==> config.mk <==
export PLATFORM = sky130hd
export DESIGN_NAME = mac40
export DESIGN_NICKNAME = d
export VERILOG_FILES = /design/src/rtl/mac40.sv
export SDC_FILE = /design/constraint.sdc
export NUM_CORES = 1
export LEC_CHECK = 0
export ABC_AREA = 1
export BUFFER_PORTS_ARGS = -buffer_cell sky130_fd_sc_hd__buf_2
export CORE_MARGIN = 5
export CORE_UTILIZATION = 59
export CTS_CLUSTER_DIAMETER = 150
export DETAILED_ROUTE_END_ITERATION = 8
export GPL_TIMING_DRIVEN = 1
export PLACE_DENSITY = 0.8
export SYNTH_ARGS = -nofsm -noshare
export SYNTH_HDL_FRONTEND = slang
export SYNTH_SLANG_ARGS = --single-unit
==> constraint.sdc <==
create_clock -name clk -period 3.23 [get_ports clk]
set_input_delay 0.646 -clock clk [delete_from_list [all_inputs] [get_ports clk]]
set_output_delay 0.646 -clock clk [all_outputs]
set_load 0.02 [all_outputs]
==> src/rtl/mac40.sv <==
module mac40 #(
  parameter int OPW  = 16,
  parameter int ACCW = 40,
  parameter int SATW = 32
) (
  input  logic            clk,
  input  logic            rst_n,
  input  logic            en,
  input  logic [1:0]      op_kind,
  input  logic [1:0]      op_form,
  input  logic            frac_mode,
  input  logic            sat_mode,
  input  logic            acc_sel,
  input  logic [OPW-1:0]  opnd_a,
  input  logic [OPW-1:0]  opnd_b,
  output logic [ACCW-1:0] acc_out
);
  localparam int PW = 2*OPW + 3;
  localparam int VW = ACCW + 2;
  localparam logic signed [VW-1:0] SMAX = {{(VW-SATW+1){1'b0}}, {(SATW-1){1'b1}}};
  localparam logic signed [VW-1:0] SMIN = {{(VW-SATW+1){1'b1}}, {(SATW-1){1'b0}}};

  logic [ACCW-1:0] acc0, acc1, cur, res;
  logic signed [OPW:0]     ea, eb;
  logic signed [2*OPW+1:0] prod;
  logic signed [PW-1:0]    prod_f;
  logic signed [VW-1:0]    pv, pc, av, v, vc;
  logic ss, clamp_on, wr;

  assign ss       = (op_form == 2'd0);
  assign clamp_on = ss && sat_mode;
  assign wr       = en && (op_kind != 2'd3);

  assign ea = {(op_form != 2'd2 && op_form != 2'd3) & opnd_a[OPW-1], opnd_a};
  assign eb = {ss & opnd_b[OPW-1], opnd_b};
  assign prod   = ea * eb;
  assign prod_f = frac_mode ? {prod, 1'b0} : {prod[2*OPW+1], prod};
  assign pv     = {{(VW-PW){prod_f[PW-1]}}, prod_f};
  assign pc     = (clamp_on && pv > SMAX) ? SMAX : pv;

  assign cur = acc_sel ? acc1 : acc0;
  assign av  = {{(VW-ACCW){cur[ACCW-1]}}, cur};

  always_comb begin
    case (op_kind)
      2'd0:    v = pc;
      2'd1:    v = av + pc;
      2'd2:    v = av - pc;
      default: v = av;
    endcase
  end

  assign vc  = !clamp_on ? v : (v > SMAX) ? SMAX : (v < SMIN) ? SMIN : v;
  assign res = vc[ACCW-1:0];

  always_ff @(posedge clk or negedge rst_n) begin
    if (!rst_n) begin
      acc0 <= '0;
      acc1 <= '0;
    end else if (wr) begin
      if (acc_sel) acc1 <= res;
      else         acc0 <= res;
    end
  end

  assign acc_out = acc_sel ? acc1 : acc0;

  logic ok0, ok1;
  assign ok0 = (&acc0[ACCW-1:SATW-1]) || (~|acc0[ACCW-1:SATW-1]);
  assign ok1 = (&acc1[ACCW-1:SATW-1]) || (~|acc1[ACCW-1:SATW-1]);

  p_sat_range_r4: assert property (@(posedge clk) disable iff (!rst_n)
    (en && op_kind != 2'd3 && op_form == 2'd0 && sat_mode) |=> ($past(acc_sel) ? ok1 : ok0));

  p_acc1_kept_r8: assert property (@(posedge clk) disable iff (!rst_n)
    (en && !acc_sel) |=> $stable(acc1));

  p_acc0_kept_r8: assert property (@(posedge clk) disable iff (!rst_n)
    (en && acc_sel) |=> $stable(acc0));

  p_idle_hold_r9: assert property (@(posedge clk) disable iff (!rst_n)
    (!en || op_kind == 2'd3) |=> ($stable(acc0) && $stable(acc1)));
endmodule

==> impl_metrics.py <==
metrics = {
    "hold_path": {
        "hold_depth": 2,
        "whs_endpoint": "acc0[14]",
        "hp-class": "flip-flop to flip-flop",
        "min_from": "acc0[14]",
    },
    "cts": {
        "cts_max_level": 3,
        "clockBufferDepth": 2,
        "cts_sinks": 80,
        "clk_latency_ps": 360,
        "hold_buffers": 0,
        "path_clk_slew_ps": 70,
        "cts_tree": "yes",
        "root_buffer": "clkbuf_16",
        "cts_buffers": 9,
    },
    "routing": {
        "vias": 22900,
        "drc": 0,
        "vias_per_cell": 5.46,
        "ant_nets": 0,
        "dr.pass1.iters": 7,
        "wl_um": 73800,
        "drt-initial-drc-count": 1903,
        "wl_per_cell_um": 17.6,
    },
    "sta": {
        "max_freq_mhz": 97.8,
        "skew_ps": 13.9,
        "setup_viol": 80,
        "finalWorstSetupSlack_ps": -7000,
        "finalHoldViolCount": 0,
        "min_period_ps": 10230,
        "rsz0062_at_grt": "true",
        "slew_headroom_pct": 30.7,
        "finalMaxSlewViolations": 0,
        "worst_pin_slew_ps": 1040,
        "min_period_over_period_pct": 317,
    },
    "die": {
        "coreArea_mm2": 0.0353,
        "start_util_pct": 59.3,
        "io_pins": 82,
        "die_w_um": 198,
        "die_h_um": 198,
        "die_area_mm2": 0.0393,
        "rows": 69,
    },
    "logic_synthesis": {
        "netlist_instances": 3160,
        "synth-async-reset-ratio_pct": 100,
        "yosysWarnings": 0,
        "synth.net_count": 3630,
        "syn_area_mm2": 0.0209,
        "seq_area_frac_synth_pct": 9.57,
        "ys_ff_latch": 80,
        "yosysUniqueCellTypes": 51,
        "synth_edf_count": 0,
        "synth.avg_cell_area_um2": 6.62,
        "synth_ff_type": "dfrtp_1",
    },
    "setup_path": {
        "crit_path_frequent_cell": "nand2_1",
        "crit_path_top_delay_cell": "fa_1",
        "r2r_end": "acc0[20]",
        "timing.critical_path.to_type": "flip-flop",
        "critPathMaxStageDelay_ps": 550,
        "reg2reg_from": "acc1[0]",
        "crit_required_ps": 3520,
        "cp_max_fo": 8,
        "critPathKind": "primary input to flip-flop",
        "reg2reg_depth": 24,
        "startpoint_type": "primary input",
        "critPathArrivalTime_ps": 10520,
        "reg2reg_setup_slack_ps": -740,
    },
    "cells_and_area": {
        "diodes": 0,
        "drive_above_1_share_pct": 29.8,
        "area_growth_pct": 35.9,
        "finish.instance_area_mm2": 0.0284,
        "num-fill-cells": 2360,
        "final_net_count": 4202,
    },
    "place": {
        "placed_area_mm2": 0.0260,
        "numPortBuffers": 81,
        "dp.final_hpwl_um": 58100,
        "gp_congestion": 0.992,
    },
    "run_status": {
        "status": "complete, but fails checks",
        "violations": "negative setup slack",
    },
    "global_route": {
        "grt_max_degree": 81,
        "first_global_vias": 23900,
        "grt.total_usage_pct": 37.5,
        "gr-total-overflow": 0,
        "antenna_found_initial": 0,
        "grt_pass1_wl_um": 119000,
    },
    "flow_run": {
        "maxCapViolCount": 0,
    },
}
[state kept, by name, summed over array words and instances, names as in the netlist]
name  count
acc0     40
acc1     40
[through the flow]
| stage | util (%) | std cells | hold WS (ps) | setup slack (ps) | TNS, ps |
|---|---|---|---|---|---|
| after floorplan | - | 3160 | 350 | -6390 | -507780 |
| after global placement | 73.5 | 4104 | 455 | -7640 | -603190 |
| after detailed placement | 73.5 | 4104 | 465 | -7750 | -610200 |
| after CTS | 78.7 | 4186 | 475 | -6800 | -537690 |
| after global routing | 80.5 | 4198 | 500 | -7390 | -584570 |
| final | 80.5 | 4198 | 475 | -7000 | -553410 |
[cell type report]
class / instances / area (um^2) / share of cell area (%)
clock buffer: 11 / 233 / 0.818
clock inverter: 5 / 31.3 / 0.110
inverter: 676 / 2550 / 8.97
multi-input combinational: 2278 / 17700 / 62.3
sequential: 80 / 2000 / 7.04
tap: 461 / 577 / 2.03
timing repair buffer: 687 / 5340 / 18.8
[worst max-delay path: cells and delay by family]
family	cells	cell delay (ps)
AND/OR/NAND/NOR	33	3780
AO/OA/AOI/OAI	4	910
buffers and inverters	11	1250
XOR/XNOR	1	140
adder cells (fa/ha/maj)	9	3750
[routing by layer]
| metal | track usage [%] | wire, um | share of wire, % | vias up |
|---|---|---|---|---|
| li1 | - | - | - | 10600 |
| met1 | 49.8 | 29200 | 40 | 10900 |
| met2 | 62.1 | 35100 | 47 | 1178 |
| met3 | 6.16 | 6370 | 8.6 | 269 |
| met4 | 14.4 | 3230 | 4.4 | 0 |
| met5 | 0 | 0 | 0 | - |
[Yosys cell counts, types with 17 or more instances]
| cell | count | area (um^2) |
|---|---|---|
| fa_1 | 297 | 5950 |
| o21ai_0 | 128 | 641 |
| nand2_1 | 1050 | 3940 |
| dfrtp_1 | 80 | 2000 |
| nand2_2 | 38 | 238 |
| a21oi_1 | 135 | 676 |
| xnor2_1 | 17 | 149 |
| inv_1 | 672 | 2520 |
| nor2_1 | 198 | 743 |
| nand3_1 | 98 | 490 |
| ha_1 | 131 | 1640 |
| xor2_1 | 40 | 350 |
| clkbuf_1 | 99 | 372 |
| a31oi_1 | 17 | 106 |
[worst max-delay path by stage]
| stage | slack, ps | from | endpoint |
|---|---|---|---|
| 2_1_floorplan | -6390 | opnd_a[15] | acc0[16] |
| 3_3_place_gp | -7640 | op_form[1] | acc1[6] |
| 3_5_place_dp | -7750 | op_form[1] | acc1[6] |
| 4_1_cts | -6800 | op_form[1] | acc1[15] |
| 5_1_grt | -7390 | opnd_a[15] | acc0[20] |
| 6_report | -7000 | op_form[1] | acc0[20] |
[timing repair]
item	4_1_cts	5_1_grt
cloned	5	0
setup endpoints to repair	80	80
setup buffers	62	17
gates resized for setup	267	167
pin swaps	147	112
[layout by cell type (no fill, tap or decap), drive strengths merged, types with 3 or more instances in the layout]
cell type / count
nor3: 15
mux2i: 3
dfrtp: 80
clkbuf: 12
fa: 297
ha: 131
o21ai: 133
a21boi: 3
a22oi: 6
nor2: 206
nand3b: 3
buf: 686
a221oi: 3
o211ai: 6
xnor2: 17
nand2: 1089
a31oi: 17
or2: 13
a21o: 7
o21bai: 5
inv: 676
clkinv: 4
o31ai: 3
nand4: 10
o21a: 9
nor4: 9
nand3: 101
xor2: 40
and3: 7
a21oi: 138
[logic make-up (layout without fill, tap and decap cells)]
logic type      after synthesis  after routing  share of synthesized area (%)
fa+ha+maj                   428            428                           36.2
flops                        80             80                           9.57
compound gates              337            337                           8.90
xor+xnor                     57             57                           2.39
simple gates               1452           1453                           28.1
mux                           3              3                          0.144
buf+inv                     803           1379                           14.7
Power is left out: the tool's default activity adds up to more than one toggle a clock period on the data nets, which glitch-free logic cannot reach.
